$ cat config.mk
export PLATFORM = sky130hd
export DESIGN_NAME = dqbus_access_ctrl
export DESIGN_NICKNAME = d
export VERILOG_FILES = /design/src/rtl/dqb_pkg.sv /design/src/rtl/dqb_rq_merge.sv /design/src/rtl/dqb_prio_ctr.sv /design/src/rtl/dqb_slot_arb.sv /design/src/rtl/dqbus_access_ctrl.sv
export SDC_FILE = /design/constraint.sdc
export NUM_CORES = 1
export LEC_CHECK = 0
export BUFFER_PORTS_ARGS = -buffer_cell sky130_fd_sc_hd__buf_2
export CAP_MARGIN = 15
export CORE_UTILIZATION = 63
export CTS_BUF_LIST = sky130_fd_sc_hd__clkbuf_4
export CTS_CLUSTER_DIAMETER = 150
export DETAILED_ROUTE_END_ITERATION = 8
export HOLD_SLACK_MARGIN = 0.08
export PLACE_DENSITY = 0.82
export SLEW_MARGIN = 20
export SYNTH_ARGS = -nofsm -noshare
export SYNTH_HDL_FRONTEND = slang
export SYNTH_SLANG_ARGS = --single-unit
$ cat constraint.sdc
create_clock -name clk -period 4.6 [get_ports clk]
set_clock_uncertainty 0.2 [all_clocks]
set_input_delay 0.46 -clock clk [delete_from_list [all_inputs] [get_ports clk]]
set_output_delay 0.46 -clock clk [all_outputs]
set_load 0.05 [all_outputs]
$ cat src/rtl/dqb_pkg.sv
package dqb_pkg;

   // Status one priority lane hands to the slot arbiter each cycle.
   typedef struct packed {
      logic queued;    // a local cell waits for a slot
      logic cd_zero;   // its countdown has run out
      logic demand;    // queued cell or non-zero request count
   } prio_stat_t;

   localparam int DEF_NPRI  = 2;
   localparam int DEF_CNT_W = 6;

endpackage

$ cat src/rtl/dqb_rq_merge.sv
module dqb_rq_merge #(
   parameter int NPRI = 2
) (
   input  logic            clk,
   input  logic            rst_n,
   input  logic            rq_in_valid,
   input  logic [NPRI-1:0] rq_in_bits,
   input  logic [NPRI-1:0] accept,
   output logic            rq_out_valid,
   output logic [NPRI-1:0] rq_out_bits,
   output logic [NPRI-1:0] pend
);

   logic [NPRI-1:0] pend_d;

   assign rq_out_valid = rq_in_valid;
   assign rq_out_bits  = rq_in_valid ? (rq_in_bits | pend) : '0;

   generate
      for (genvar p = 0; p < NPRI; p++) begin : g_lane
         always_comb begin
            pend_d[p] = pend[p];
            if (accept[p])
               pend_d[p] = 1'b1;
            else if (rq_in_valid && !rq_in_bits[p])
               pend_d[p] = 1'b0;
         end

         // a clear position in a request slot carries the pending request away
         p_pend_sent_r3: assert property (@(posedge clk) disable iff (!rst_n)
            pend[p] && rq_in_valid && !rq_in_bits[p] |=> !pend[p]);

         // an occupied position leaves the request pending
         p_pend_kept_r3: assert property (@(posedge clk) disable iff (!rst_n)
            pend[p] && rq_in_valid && rq_in_bits[p] |=> pend[p]);
      end
   endgenerate

   always_ff @(posedge clk or negedge rst_n) begin
      if (!rst_n) pend <= '0;
      else        pend <= pend_d;
   end

   // bits from downstream are never dropped on the way upstream
   p_fwd_keep_r2: assert property (@(posedge clk) disable iff (!rst_n)
      rq_in_valid |-> ((rq_out_bits & rq_in_bits) == rq_in_bits));

endmodule

$ cat src/rtl/dqb_prio_ctr.sv
module dqb_prio_ctr #(
   parameter int CNT_W = 6
) (
   input  logic                clk,
   input  logic                rst_n,
   input  logic                req_in,
   input  logic                new_cell,
   input  logic                pend,
   input  logic                empty_pass,
   input  logic                held,
   input  logic                grant,
   output dqb_pkg::prio_stat_t stat,
   output logic                accept
);

   localparam logic [CNT_W-1:0] CNT_MAX  = '1;
   localparam logic [CNT_W-1:0] CNT_ZERO = '0;
   localparam logic [CNT_W-1:0] CNT_ONE  = CNT_W'(1);

   logic [CNT_W-1:0] rc_q, rc_d, cd_q, cd_d;
   logic             queued_q, queued_d;
   logic             dec;

   always_comb begin
      dec      = empty_pass & ~held;
      accept   = new_cell & ~queued_q & ~pend;
      rc_d     = rc_q;
      cd_d     = cd_q;
      queued_d = queued_q;
      if (queued_q) begin
         if (req_in && rc_q != CNT_MAX) rc_d = rc_q + CNT_ONE;
         if (dec && cd_q != CNT_ZERO)   cd_d = cd_q - CNT_ONE;
         if (grant)                     queued_d = 1'b0;
      end else begin
         unique case ({req_in, dec})
            2'b10:   if (rc_q != CNT_MAX)  rc_d = rc_q + CNT_ONE;
            2'b01:   if (rc_q != CNT_ZERO) rc_d = rc_q - CNT_ONE;
            default: rc_d = rc_q;
         endcase
         if (accept) begin
            queued_d = 1'b1;
            cd_d     = (dec && rc_q != CNT_ZERO) ? rc_q - CNT_ONE : rc_q;
            rc_d     = req_in ? CNT_ONE : CNT_ZERO;
         end
      end
   end

   always_ff @(posedge clk or negedge rst_n) begin
      if (!rst_n) begin
         rc_q     <= '0;
         cd_q     <= '0;
         queued_q <= 1'b0;
      end else begin
         rc_q     <= rc_d;
         cd_q     <= cd_d;
         queued_q <= queued_d;
      end
   end

   assign stat.queued  = queued_q;
   assign stat.cd_zero = (cd_q == CNT_ZERO);
   assign stat.demand  = queued_q | (rc_q != CNT_ZERO);

   // a running countdown blocks the grant
   p_cd_blocks_r7: assert property (@(posedge clk) disable iff (!rst_n)
      queued_q && cd_q != CNT_ZERO |-> !grant);

   // the request counter never wraps below zero
   p_no_underflow_r4: assert property (@(posedge clk) disable iff (!rst_n)
      !queued_q && rc_q == CNT_ZERO && !req_in |=> rc_q == CNT_ZERO);

   // a held lane keeps its countdown
   p_hold_freeze_r9: assert property (@(posedge clk) disable iff (!rst_n)
      queued_q && held |=> cd_q == $past(cd_q));

   // a busy slot leaves the countdown alone
   p_busy_keep_r8: assert property (@(posedge clk) disable iff (!rst_n)
      queued_q && !empty_pass |=> cd_q == $past(cd_q));

endmodule

$ cat src/rtl/dqb_slot_arb.sv
module dqb_slot_arb #(
   parameter int NPRI = 2
) (
   input  logic                            clk,
   input  logic                            rst_n,
   input  logic                            slot_valid,
   input  logic                            slot_busy,
   input  dqb_pkg::prio_stat_t [NPRI-1:0]  stat,
   output logic [NPRI-1:0]                 grant,
   output logic [NPRI-1:0]                 held,
   output logic                            empty_pass,
   output logic                            slot_mark
);

   logic empty;

   assign empty = slot_valid & ~slot_busy;

   generate
      for (genvar p = 0; p < NPRI; p++) begin : g_hold
         if (p == NPRI - 1) begin : g_top
            assign held[p] = 1'b0;
         end else begin : g_low
            assign held[p] = held[p+1] | stat[p+1].demand;
         end
         assign grant[p] = empty & stat[p].queued & stat[p].cd_zero & ~held[p];

         if (p < NPRI - 1) begin : g_chk
            // a lower lane never wins while a higher one has demand
            p_low_yields_r9: assert property (@(posedge clk) disable iff (!rst_n)
               stat[p+1].demand |-> !grant[p]);
         end
      end
   endgenerate

   assign empty_pass = empty & ~(|grant);
   assign slot_mark  = slot_busy | (|grant);

   // one slot, one owner
   p_single_grant_r9: assert property (@(posedge clk) disable iff (!rst_n)
      $onehot0(grant));

   // grants only land on slots that arrived empty
   p_grant_empty_r7: assert property (@(posedge clk) disable iff (!rst_n)
      |grant |-> slot_valid && !slot_busy);

endmodule

$ cat src/rtl/dqbus_access_ctrl.sv
module dqbus_access_ctrl #(
   parameter int NPRI  = dqb_pkg::DEF_NPRI,
   parameter int CNT_W = dqb_pkg::DEF_CNT_W
) (
   input  logic            clk,
   input  logic            rst_n,
   input  logic            slot_valid_i,
   input  logic            slot_busy_i,
   output logic            slot_mark_o,
   input  logic            rq_in_valid_i,
   input  logic [NPRI-1:0] rq_in_bits_i,
   output logic            rq_out_valid_o,
   output logic [NPRI-1:0] rq_out_bits_o,
   input  logic [NPRI-1:0] cell_new_i,
   output logic [NPRI-1:0] grant_o,
   output logic [NPRI-1:0] busy_o
);

   generate
      if (NPRI < 1 || NPRI > 8) begin : g_bad_npri
         $error("NPRI must lie between 1 and 8");
      end
      if (CNT_W < 2 || CNT_W > 16) begin : g_bad_cnt
         $error("CNT_W must lie between 2 and 16");
      end
   endgenerate

   dqb_pkg::prio_stat_t [NPRI-1:0] stat;
   logic [NPRI-1:0] accept, pend, held;
   logic            empty_pass;

   dqb_rq_merge #(.NPRI(NPRI)) u_merge (
      .clk          (clk),
      .rst_n        (rst_n),
      .rq_in_valid  (rq_in_valid_i),
      .rq_in_bits   (rq_in_bits_i),
      .accept       (accept),
      .rq_out_valid (rq_out_valid_o),
      .rq_out_bits  (rq_out_bits_o),
      .pend         (pend)
   );

   generate
      for (genvar p = 0; p < NPRI; p++) begin : g_prio
         dqb_prio_ctr #(.CNT_W(CNT_W)) u_ctr (
            .clk        (clk),
            .rst_n      (rst_n),
            .req_in     (rq_in_valid_i & rq_in_bits_i[p]),
            .new_cell   (cell_new_i[p]),
            .pend       (pend[p]),
            .empty_pass (empty_pass),
            .held       (held[p]),
            .grant      (grant_o[p]),
            .stat       (stat[p]),
            .accept     (accept[p])
         );
         assign busy_o[p] = stat[p].queued | pend[p];

         // a strobe while busy is not taken again
         p_no_double_r5: assert property (@(posedge clk) disable iff (!rst_n)
            busy_o[p] |-> !accept[p]);
      end
   endgenerate

   dqb_slot_arb #(.NPRI(NPRI)) u_arb (
      .clk        (clk),
      .rst_n      (rst_n),
      .slot_valid (slot_valid_i),
      .slot_busy  (slot_busy_i),
      .stat       (stat),
      .grant      (grant_o),
      .held       (held),
      .empty_pass (empty_pass),
      .slot_mark  (slot_mark_o)
   );

   // a busy slot stays busy downstream
   p_busy_pass_r8: assert property (@(posedge clk) disable iff (!rst_n)
      slot_valid_i && slot_busy_i |-> slot_mark_o && grant_o == '0);

endmodule

* Yosys cells after proc, flatten, opt, wreduce, memory -nomap -nowiden
Cells that the tools add are included.
** Operators by class
- $mul :: 0
- Bitwise gates (word level) :: 26
- Add/sub/neg operators :: 6
- Order comparisons :: 0
- Equality and inequality tests :: 14
- Divide/modulo/power cells :: 0
- Reductions and logical operators :: 27
- Shifts and indexed selects :: 0
- Muxes and demuxes :: 33
** Operators with widths (number)
- 2-to-1 mux 6 bit :: 18
- one-hot mux 6 bit (2 select lines) :: 2
- nonzero test 6 bit :: 4
- subtractor 6 x 1 -> 6 bit (second input constant) :: 4
- inequality test 4 x 1 -> 1 bit (second input constant) :: 4
- bitwise AND 1 bit :: 14
- adder 6 x 1 -> 6 bit (second input constant) :: 2
- logical NOT 6 bit :: 2
- 2-to-1 mux 1 bit :: 12
- inequality test 6 bit (second input constant) :: 2
- logical AND 1 bit :: 8
- inequality test 2 bit (second input constant) :: 4
- AND reduction 4 bit :: 2
- nonzero test 2 bit :: 4
- nonzero test 4 bit :: 2
- inverter 1 bit :: 7
- == test 2 x 1 -> 1 bit (second input constant) :: 2
- == test 2 bit (second input constant) :: 2
- bitwise OR 1 bit :: 4
- AND reduction 2 bit :: 2
- logical NOT 1 bit :: 2
- 2-to-1 mux 2 bit :: 1
- bitwise OR 2 bit :: 1
- OR reduction 2 bit :: 1
** Word-level totals
- Bits in writable memories :: 0
- Word-level logic and storage cells :: 114
- Output and inout bits :: 8
- Bits in registers :: 28
- Memory bits (read-only) :: 0
- Input bits :: 9
- Latch bits :: 0
- Memories :: 0

* Longest topological paths before layout
Gate-level depths: netlist of the first run.
- Depth after elaboration :: 13
- Mapped depth :: 14
- Gate-level depth less buffers :: 12

* By module
From an unflattened synthesis of the first run, not the netlist that was laid out.
** Second synthesis, totals
- Cells, all modules :: 289
- Area total of the unflattened synthesis :: 2483.6 um^2
** By module, submodules not included
- dqb_prio_ctr :: cells an instance 132, instances 2, seq. area each 325.3 um^2, area each 1134.8 um^2
- dqb_rq_merge :: cells an instance 9, instances 1, seq. area each 50.0 um^2, area each 100.1 um^2
- dqb_slot_arb :: cells an instance 12, instances 1, seq. area each 0.0 um^2, area each 88.8 um^2
- dqbus_access_ctrl :: cells an instance 4, instances 1, seq. area each 0.0 um^2, area each 25.0 um^2

* Least setup slack after synthesis of the first run
No wires, ideal clock.
- Path type :: register to register
- From :: reg g_prio[1].u_ctr.rc_q[0]
- To :: reg g_prio[1].u_ctr.rc_q[3]
- Stages on the path, launching flop included :: 14
- Period minus slack after synthesis :: 3.521 ns
- Library setup time :: 0.082 ns
- Data required time :: 4.318 ns
- Arrival time :: 3.239 ns
- Buffers on the path :: 2
- Setup slack :: 1.079 ns
- Cell sequence :: dfrtp_1 -> inv_1 -> ha_1 -> or4b_4 -> or2_0 -> buf_2 -> o31a_2 -> ha_1 -> nor2b_1 -> a22o_1 -> a311oi_1 -> clkbuf_1 -> a21oi_1 -> a31oi_1
** Between the ends
- Cells in the longest elaborated chain, start to end :: 11
- Elaborated cells between the ends (all ways) :: 24
- Those cells by class :: add/sub: 2; eq/ne: 6; mux: 6; bitwise: 5; reduce/logical: 5
** Ends and longest elaborated chain
- start: declaration :: line dqb_prio_ctr.sv:20 : logic [CNT_W-1:0] rc_q, rc_d, cd_q, cd_d;
- start signal: assignment :: line dqb_prio_ctr.sv:54 : rc_q <= rc_d;
- nonzero test 6 bit :: line dqb_prio_ctr.sv:37, dqb_prio_ctr.sv:62
- bitwise OR 1 bit :: line dqb_prio_ctr.sv:62 : assign stat.demand = queued_q | (rc_q != CNT_ZERO);
- inverter 1 bit :: line dqb_slot_arb.sv:26 : assign grant[p] = empty & stat[p].queued & stat[p].cd_zero & ~held[p];
- bitwise AND 1 bit :: line dqb_slot_arb.sv:26
- OR reduction 2 bit :: line dqb_slot_arb.sv:36 : assign empty_pass = empty & ~(|grant);
- inverter 1 bit :: line dqb_slot_arb.sv:36
- bitwise AND 1 bit :: line dqb_slot_arb.sv:36
- == test 2 x 1 -> 1 bit / == test 2 bit (equally long branches) :: line dqb_prio_ctr.sv:35 : unique case ({req_in, dec})
- one-hot mux 6 bit (2 select lines) :: line dqb_prio_ctr.sv:35
- 2-to-1 mux 6 bit :: line dqb_prio_ctr.sv:40 : if (accept) begin
- 2-to-1 mux 6 bit :: line dqb_prio_ctr.sv:30 : if (queued_q) begin
Parallel ways exist; a longest one is shown, timed or not. The select of a mux whose other input is x is not followed.
A chain may end at the register's enable or synchronous reset.

* Final worst setup path of the first run
- From :: reg g_prio[1].u_ctr.rc_q[0]
- To :: reg g_prio[1].u_ctr.rc_q[2]
Same word-level chain as after synthesis.

==> results of run 1 <==
## cell usage after synthesis, types with 2 or more instances
cell / n
a22oi_1: 6
a311oi_1: 5
dfrtp_1: 28
a22o_1: 2
a221oi_1: 4
nand2b_1: 4
buf_6: 3
mux2i_1: 4
and3_1: 5
or3_1: 3
o211ai_1: 2
nor2b_1: 4
nand2_1: 23
nand4_1: 5
o22ai_1: 7
o21ai_0: 25
xnor2_1: 6
nor2_1: 32
o22a_1: 4
nand3_1: 11
nor4_1: 3
xor2_1: 3
and2_1: 2
a31oi_1: 6
buf_4: 5
a21oi_1: 17
o211a_1: 2
nor3_1: 14
o221ai_1: 3
inv_1: 21
clkbuf_1: 7
a211oi_1: 3
ha_1: 14
o2bb2ai_1: 2
## logic make-up after synthesis
logic type	share of synthesized area, %
DFF	28.4
buffers and inverters	7.51
adders and majority gates	7.10
AOI/OAI and AO/OA	27.1
and+or+nand+nor	24.6
muxes	2.08
xor gates and xnor gates	3.20
## power by group
part	internal [mW]	total [mW]	leakage [nW]	switching, mW
Sequential	0.304	0.427	0.342	0.123
Combinational	0.177	0.400	0.752	0.223
Clock	0.0319	0.112	0.0154	0.0799
Total	0.513	0.939	1.11	0.426
## flip-flops by register name (all words and copies together) (netlist names)
register               cells
u_merge.pend               2
g_prio.u_ctr.rc_q         12
g_prio.u_ctr.queued_q      2
g_prio.u_ctr.cd_q         12
## worst max-delay path by stage
| stage | slack, ps | from | endpoint |
|---|---|---|---|
| after floorplan | 1080 | g_prio[1].u_ctr.rc_q[0]$_DFFE_PN0P_ | g_prio[1].u_ctr.rc_q[3]$_DFFE_PN0P_ |
| after global placement | 950 | g_prio[1].u_ctr.rc_q[0]$_DFFE_PN0P_ | g_prio[1].u_ctr.rc_q[2]$_DFFE_PN0P_ |
| after detailed placement | 850 | g_prio[1].u_ctr.rc_q[0]$_DFFE_PN0P_ | g_prio[1].u_ctr.rc_q[2]$_DFFE_PN0P_ |
| after CTS | 830 | g_prio[1].u_ctr.rc_q[0]$_DFFE_PN0P_ | g_prio[1].u_ctr.rc_q[2]$_DFFE_PN0P_ |
| after global routing | 640 | g_prio[1].u_ctr.rc_q[0]$_DFFE_PN0P_ | g_prio[1].u_ctr.rc_q[2]$_DFFE_PN0P_ |
| final | 790 | g_prio[1].u_ctr.rc_q[0]$_DFFE_PN0P_ | g_prio[1].u_ctr.rc_q[2]$_DFFE_PN0P_ |
## metrics by stage
stage	instances	setup WS, ps	hold slack, ps	cell area [um2]	power [mW]
CTS	366	829	168	2570	0.927
floorplan	310	1080	-35.6	2470	0.741
global placement	361	950	317	2530	0.807
detailed placement	361	850	320	2530	0.816
global route	366	643	190	2570	1.01
finish	366	793	159	2570	0.939
## critical path: stages, from the launching register on
cell	delay, ps
dfrtp_1	470
inv_1	150
ha_1	200
or4b_4	490
or2_0	350
o31a_2	360
ha_1	310
nor2b_1	140
a22o_1	200
a311oi_1	300
buf_4	200
o221ai_1	110
a22o_1	240
## area by class of cell
cell class                      instances  share of cell area, %
Multi-Input combinational cell        244                   61.6
Sequential cell                        28                   27.3
Timing Repair Buffer                   21                   4.68
Inverter                               21                   3.07
Tap cell                               48                   2.34
Clock buffer                            3                  0.878
Clock inverter                          1                  0.146
## metal layers
| layer | up-vias | GRT usage (%) | wire length [um] |
|---|---|---|---|
| li1 | 1161 | - | - |
| met1 | 1094 | 46.3 | 2810 |
| met2 | 119 | 45.9 | 2580 |
| met3 | 12 | 5.81 | 531 |
| met4 | 0 | 8.06 | 82 |
| met5 | - | 0 | 0 |
==> results.sh, run 1 <==
export IMPL_ys_warn_count=0
export IMPL_hp_class="in -> reg"
export IMPL_ir_drop_mv=0.239
export IMPL_synth_top_area_cell="dfrtp_1"
export IMPL_grt_pass1_wl_mm=10.2
export IMPL_post_drt_wl_per_cell_um=16.4
export IMPL_r2r_start="g_prio[1].u_ctr.rc_q[0]$_DFFE_PN0P_"
export IMPL_cts_tree="built"
export IMPL_core_area_um2=3720
export IMPL_antenna_found_initial=0
export IMPL_worstPathArrival_ps=3860
export IMPL_drc=0
export IMPL_grt_usage_pct=31.1
export IMPL_antenna_cells=0
export IMPL_finalSetupViolCount=0
export IMPL_cp_max_fo=7
export IMPL_register_area_um2=701
export IMPL_status="finished, final reports clean"
export IMPL_rrSetupSlack_ps=790
export IMPL_clock_sinks=28
export IMPL_synth_edff_count=0
export IMPL_required_ps=4660
export IMPL_grt_overflow=0
export IMPL_synth_area_top_cells="dfrtp_1 (28%), ha_1 (7.1%), o21ai_0 (5.1%)"
export IMPL_cp_start_kind="flip-flop"
export IMPL_layout_commonest_cell="nor2_1"
export IMPL_async_flop_share_pct=100
export IMPL_grt_max_degree=29
export IMPL_rows=22
export IMPL_drt_total_wl_mm=6.00
export IMPL_die_x_um=64.6
export IMPL_slew_viol_final=0
export IMPL_dr_pass1_iters=5
export IMPL_start_util_pct=66.4
export IMPL_finalCritPeriodShare_pct=82.8
export IMPL_cts_max_level=1
export IMPL_min_path_cells=3
export IMPL_synth_fp_nets=333
export IMPL_cts_setup_buffers=0
export IMPL_synth_top_area_share_pct=28.4
export IMPL_p_leak_nw=1.11
export IMPL_grt_pass1_vias=2187
export IMPL_drive_above_1_share_pct=10.1
export IMPL_nets=342
export IMPL_min_period_ps=3810
export IMPL_syn_inst=310
export IMPL_synth_main_ff_cell="dfrtp_1"
export IMPL_r2r_cells=12
export IMPL_worstSkewPairLatency_ps=340
export IMPL_area_delta_synth_final_pct=4.06
export IMPL_ctsResizeCount=0
export IMPL_detailed_place_hpwl_mm=4.43
export IMPL_fillCellCount=318
export IMPL_dieArea_um2=4170
export IMPL_rsz0062_at_grt="false"
export IMPL_clk_pin_slew_ps=170
export IMPL_tns_ps=0
export IMPL_worstSetupEndpointType="flip-flop"
export IMPL_io_pins=17
export IMPL_die_height_um=64.6
export IMPL_hold_buffers=1
export IMPL_finalHoldViolCount=0
export IMPL_worstMarginPinSlew_ps=789
export IMPL_gp_congestion=1.00
export IMPL_drtIter0Drc=257
export IMPL_seq_area_frac_synth_pct=28.4
export IMPL_multi_input_area_um2=1580
export IMPL_clock_tree_buffer_depth=2
export IMPL_slew_headroom_pct=47.0
export IMPL_final_util_pct=69.1
export IMPL_numCtsBuffers=3
export IMPL_ys_seq_elements=28
export IMPL_synth_cell_types=59
export IMPL_cts_root_buf="clkbuf_4"
export IMPL_drtAntennaViolNets=0
export IMPL_hp_start="rq_in_bits_i[0]"
export IMPL_num_vias=2386
export IMPL_port_buffer_count=16
export IMPL_vias_per_cell=6.52
export IMPL_maxCapViolCount=0
export IMPL_most_common_layout_cells="nor2_1 (32), dfrtp_1 (28), o21ai_0 (25), nand2_1 (23), inv_1 (21)"
export IMPL_power_density_nw_per_um2=366
export IMPL_worstReg2RegEnd="g_prio[1].u_ctr.rc_q[2]$_DFFE_PN0P_"
export IMPL_mappedNetlistArea_um2=2470
export IMPL_synth_avg_cell_area_um2=7.96
export IMPL_whs_endpoint="u_merge.pend[0]$_DFFE_PN0P_"
export IMPL_clock_fmax_mhz=263
export IMPL_path_class="reg -> reg"
Power figures use the tool's default switching activity.
==> run 2, diff against run 1 <==
==> constraint.sdc (replaced) <==
create_clock -name clk -period 3.7 [get_ports clk]
set_clock_uncertainty 0.2 [all_clocks]
set_input_delay 0.37 -clock clk [delete_from_list [all_inputs] [get_ports clk]]
set_output_delay 0.37 -clock clk [all_outputs]
set_load 0.05 [all_outputs]
==> run 2 against run 1 <==
Combinational power rose by 38%. Wire length rose by 5.4%. Register-to-register slack got worse by 580 ps. Cell count rose by 1.4%. Worst setup slack got worse by 580 ps.
==> results.sh, run 2 (synthesis results as in run 1) <==
export IMPL_post_drt_wl_per_cell_um=17.1
export IMPL_area_delta_synth_final_pct=6.24
export IMPL_drive_above_1_share_pct=11.8
export IMPL_worstSetupEndpointType="flip-flop"
export IMPL_finalHoldViolCount=0
export IMPL_maxUsedRoutingLayer="met4"
export IMPL_cts_max_level=1
export IMPL_io_pins=17
export IMPL_power_density_nw_per_um2=456
export IMPL_worstMarginPinSlew_ps=731
export IMPL_required_ps=3750
export IMPL_detailed_place_hpwl_mm=4.64
export IMPL_rsz0062_at_grt="false"
export IMPL_start_util_pct=66.4
export IMPL_grt_overflow=0
export IMPL_min_period_ps=3480
export IMPL_die_height_um=64.6
export IMPL_wl_met2_mm=2.78
export IMPL_grt_max_degree=29
export IMPL_slowest_stage="or4b_4"
export IMPL_crit_path_cell_trace="inv_1, ha_1, or4b_4, or2_0, o31a_2, ha_1, nor2b_1, a22o_1, a311oi_2, buf_4, nor2_1, a221oi_1"
export IMPL_clock_fmax_mhz=287
export IMPL_tns_ps=0
export IMPL_drtIter0Drc=294
export IMPL_hp_class="in -> reg"
export IMPL_startpoint="g_prio[1].u_ctr.rc_q[0]$_DFFE_PN0P_"
export IMPL_cts_root_buf="clkbuf_4"
export IMPL_maxCapViolCount=0
export IMPL_largest_registers="g_prio.u_ctr.cd_q (12), g_prio.u_ctr.rc_q (12)"
export IMPL_ir_drop_mv=0.395
export IMPL_cts_setup_buffers=0
export IMPL_r2r_start="g_prio[1].u_ctr.rc_q[0]$_DFFE_PN0P_"
export IMPL_p_leak_nw=1.14
export IMPL_path_class="reg -> reg"
export IMPL_clock_sinks=28
export IMPL_dieArea_um2=4170
export IMPL_slew_headroom_pct=50.9
export IMPL_antenna_cells=0
export IMPL_rows=22
export IMPL_grt_usage_pct=32.5
export IMPL_status="finished, final reports clean"
export IMPL_power_mw=1.19
export IMPL_grt_pass1_vias=2267
export IMPL_wl_met3_um=446
export IMPL_cp_start_kind="flip-flop"
export IMPL_design_area_um2=2620
export IMPL_crit_path_frequent_cell="ha_1"
export IMPL_core_area_um2=3720
export IMPL_most_common_layout_cells="nor2_1 (32), dfrtp_1 (28), o21ai_0 (25), nand2_1 (23), inv_1 (21)"
export IMPL_worstPathBufferInverterCount=2
export IMPL_cp_top_family="compound AO/OA/AOI/OAI gates"
export IMPL_port_buffer_count=16
export IMPL_slowest_delay_ps=490
export IMPL_antenna_found_initial=0
export IMPL_vias_per_cell=6.44
export IMPL_cts_tree="built"
export IMPL_placed_area_um2=2560
export IMPL_hp_start="rq_in_bits_i[1]"
export IMPL_numCtsBuffers=3
export IMPL_clk_pin_slew_ps=160
export IMPL_drt_total_wl_mm=6.33
export IMPL_fillCellCount=316
export IMPL_die_x_um=64.6
export IMPL_drtAntennaViolNets=0
export IMPL_m1WireLength_mm=3.03
export IMPL_nets=348
export IMPL_grt_pass1_wl_mm=10.7
export IMPL_finalCritPeriodShare_pct=94.1
export IMPL_num_vias=2390
export IMPL_worstPathArrival_ps=3540
export IMPL_slew_viol_final=0
export IMPL_gp_congestion=0.994
export IMPL_cp_max_fo=6
export IMPL_finalSetupViolCount=0
export IMPL_dr_pass1_iters=5
export IMPL_layout_commonest_cell="nor2_1"
export IMPL_drc=0
export IMPL_clock_tree_buffer_depth=2
export IMPL_worstSkewPairLatency_ps=340
## run 2: repair_timing
item	in CTS	in global routing
endpoints found under the setup margin	0	4
hold buffers	2	0
hold endpoints to repair	29	0
gates resized for setup	0	1
## run 2: worst min-delay path, cell delays in order
cell and delay [ps]:
buf_2 90, o21ai_0 90, nand2_1 70
## run 2: through the flow
step	std cells	setup slack, ps	util (%)	hold slack (ps)
2_1_floorplan	310	179	-	-126
3_3_place_gp	365	290	68.9	234
3_5_place_dp	365	219	68.9	237
4_1_cts	370	161	70.0	121
5_1_grt	371	40.3	70.5	133
6_report	371	218	70.5	111
## run 2: path summary, 6_finish.rpt
| check | endpoint | slack (ps) | cells past startpoint |
|---|---|---|---|
| max | g_prio[1].u_ctr.rc_q[5]$_DFFE_PN0P_ | 220 | 12 |
| min | u_merge.pend[1]$_DFFE_PN0P_ | 110 | 3 |
| max reg2reg | g_prio[1].u_ctr.rc_q[5]$_DFFE_PN0P_ | 220 | 12 |
| min reg2reg | g_prio[0].u_ctr.cd_q[1]$_DFFE_PN0P_ | 390 | 1 |
| max in group asynchronous | g_prio[0].u_ctr.rc_q[4]$_DFFE_PN0P_ | 2500 | 2 |
| min in group asynchronous | g_prio[1].u_ctr.cd_q[0]$_DFFE_PN0P_ | 370 | 2 |
## run 2: power breakdown
| group | leakage (nW) | switching, mW | total, mW | internal, mW |
|---|---|---|---|---|
| clock | 0.0138 | 0.0986 | 0.137 | 0.0383 |
| sequential | 0.342 | 0.128 | 0.506 | 0.378 |
| combinational | 0.780 | 0.310 | 0.551 | 0.241 |
| total | 1.14 | 0.537 | 1.19 | 0.657 |
## run 2: final cells by class
type / count / area [um2] / share of cell area (%)
flip-flops and latches: 28 / 701 / 26.7
inverters: 21 / 78.8 / 3.01
multi-input cells: 244 / 1590 / 60.6
clock buffers: 3 / 22.5 / 0.860
repair buffers: 27 / 171 / 6.54
well taps: 48 / 60.1 / 2.29
## run 2: metal layers
metal | up-vias | track usage, %
li1 | 1172 | -
met5 | - | 0
met3 | 10 | 2.99
met1 | 1108 | 47.7
met4 | 0 | 7.22
met2 | 100 | 51.6
==> run 3, diff against run 2 <==
--- a/config.mk
+++ b/config.mk
@@ -5,14 +5,17 @@
 export SDC_FILE = /design/constraint.sdc
 export NUM_CORES = 1
 export LEC_CHECK = 0
-export BUFFER_PORTS_ARGS = -buffer_cell sky130_fd_sc_hd__buf_2
 export CAP_MARGIN = 15
-export CORE_UTILIZATION = 63
+export CELL_PAD_IN_SITES_DETAIL_PLACEMENT = 1
+export CELL_PAD_IN_SITES_GLOBAL_PLACEMENT = 2
+export CORE_UTILIZATION = 40
 export CTS_BUF_LIST = sky130_fd_sc_hd__clkbuf_4
 export CTS_CLUSTER_DIAMETER = 150
 export DETAILED_ROUTE_END_ITERATION = 8
+export DONT_BUFFER_PORTS = 1
 export HOLD_SLACK_MARGIN = 0.08
 export PLACE_DENSITY = 0.82
+export SKIP_CTS_REPAIR_TIMING = 1
 export SLEW_MARGIN = 20
 export SYNTH_ARGS = -nofsm -noshare
 export SYNTH_HDL_FRONTEND = slang
==> run 3 against run 2 <==
Sequential share of layout area fell by 0.34 points. Fmax is 1.1% lower. Critical path depth grew 1. Critical endpoint is now g_prio[1].u_ctr.rc_q[0]$_DFFE_PN0P_.
==> results.sh, run 3 (synthesis results as in run 1) <==
export IMPL_status="finished, final reports clean"
export IMPL_worstMarginPinSlew_ps=902
export IMPL_detailed_place_hpwl_mm=5.60
export IMPL_post_drt_wl_per_cell_um=19.1
export IMPL_clock_sinks=28
export IMPL_worstSkewPairLatency_ps=350
export IMPL_drc=0
export IMPL_required_ps=3790
export IMPL_slew_headroom_pct=39.6
export IMPL_worstPathBufferInverterCount=3
export IMPL_layout_commonest_cell="nor2_1"
export IMPL_fillCellCount=734
export IMPL_ir_drop_mv=0.366
export IMPL_die_height_um=80.5
export IMPL_min_period_ps=3520
export IMPL_slew_viol_final=0
export IMPL_clock_tree_buffer_depth=2
export IMPL_worstSetupEndpointType="flip-flop"
export IMPL_dp_slack_ps=173
export IMPL_crit_path_cell_trace="inv_1, ha_1, or4b_4, or2_0, o31a_2, ha_1, nor2b_1, a22o_1, a311oi_2, buf_4, buf_4, a31oi_1, o21ai_0"
export IMPL_gp_congestion=0.838
export IMPL_slowest_stage="or4b_4"
export IMPL_finalSetupViolCount=0
export IMPL_dr_pass1_iters=4
export IMPL_cts_tree="built"
export IMPL_final_util_pct=44.8
export IMPL_grt_max_degree=29
export IMPL_cp_top_family="compound AO/OA/AOI/OAI gates"
export IMPL_maxCapViolCount=0
export IMPL_finalHoldViolCount=0
export IMPL_tns_ps=0
export IMPL_power_mw=1.25
export IMPL_drt_total_wl_mm=7.49
export IMPL_most_common_layout_cells="nor2_1 (32), dfrtp_1 (28), o21ai_0 (25), nand2_1 (23), inv_1 (21)"
export IMPL_antenna_found_initial=0
export IMPL_path_class="reg -> reg"
export IMPL_grt_pass1_vias=2479
export IMPL_fin_ws_ps=179
export IMPL_cts_root_buf="clkbuf_4"
export IMPL_grt_usage_pct=24.7
export IMPL_drive_above_1_share_pct=8.54
export IMPL_slowest_delay_ps=500
export IMPL_clk_pin_slew_ps=180
export IMPL_hp_class="in -> reg"
export IMPL_vias_per_cell=6.17
export IMPL_power_density_nw_per_um2=470
export IMPL_drtIter0Drc=126
export IMPL_cts_max_level=1
export IMPL_finalCritPeriodShare_pct=95.2
export IMPL_core_area_um2=5920
export IMPL_largest_registers="g_prio.u_ctr.cd_q (12), g_prio.u_ctr.rc_q (12)"
export IMPL_start_util_pct=41.7
export IMPL_antenna_cells=0
export IMPL_drtAntennaViolNets=0
export IMPL_rsz0062_at_grt="false"
export IMPL_p_leak_nw=1.12
export IMPL_die_x_um=80.5
export IMPL_cp_max_fo=7
export IMPL_area_delta_synth_final_pct=7.61
export IMPL_cp_start_kind="flip-flop"
export IMPL_grt_overflow=0
export IMPL_io_pins=17
export IMPL_numCtsBuffers=3
export IMPL_num_vias=2413
export IMPL_dieArea_um2=6480
export IMPL_rows=28
export IMPL_grt_pass1_wl_mm=12.3
export IMPL_worstPathArrival_ps=3620
export IMPL_port_buffer_count=0
export IMPL_clock_fmax_mhz=284
export IMPL_nets=340
==> run 3: layer usage <==
metal,GRT usage [%],routed length (um),vias up
met5,0,0,-
met3,2.61,265,4
met4,5.71,48,0
li1,-,-,1160
met2,40.0,3470,43
met1,34.9,3700,1206
==> run 3: cell type report <==
class | count | area [um2] | share of cell area, %
multi-input combinational | 244 | 1590 | 59.8
sequential | 28 | 701 | 26.4
timing repair buffer | 19 | 168 | 6.32
tap | 75 | 93.8 | 3.54
inverter | 21 | 78.8 | 2.97
clock buffer | 3 | 22.5 | 0.849
clock inverter | 1 | 3.75 | 0.141
==> run 3: final timing paths <==
kind / startpoint / endpoint / slack, ps / cells after the start
max: g_prio[1].u_ctr.rc_q[0]$_DFFE_PN0P_ / g_prio[1].u_ctr.rc_q[0]$_DFFE_PN0P_ / 180 / 13
min: cell_new_i[0] / g_prio[0].u_ctr.queued_q$_DFF_PN0_ / 80 / 2
max reg2reg: g_prio[1].u_ctr.rc_q[0]$_DFFE_PN0P_ / g_prio[1].u_ctr.rc_q[0]$_DFFE_PN0P_ / 180 / 13
min reg2reg: g_prio[0].u_ctr.cd_q[1]$_DFFE_PN0P_ / g_prio[0].u_ctr.cd_q[1]$_DFFE_PN0P_ / 370 / 1
max in group asynchronous: rst_n / u_merge.pend[0]$_DFFE_PN0P_ / 2920 / 2
min in group asynchronous: rst_n / g_prio[1].u_ctr.cd_q[1]$_DFFE_PN0P_ / 220 / 2
==> run 3: where the power goes <==
part | internal (mW) | switching (mW)
clock network | 0.0397 | 0.111
registers | 0.378 | 0.114
logic | 0.256 | 0.349
==> run 3: per-stage QoR <==
| stage | hold slack (ps) | instance area, um2 | instances |
|---|---|---|---|
| 2_1_floorplan | -126 | 2470 | 310 |
| 3_3_place_gp | -125 | 2540 | 380 |
| 3_5_place_dp | -125 | 2540 | 380 |
| 4_1_cts | -534 | 2570 | 384 |
| 5_1_grt | 94.3 | 2650 | 391 |
| 6_report | 84.8 | 2650 | 391 |
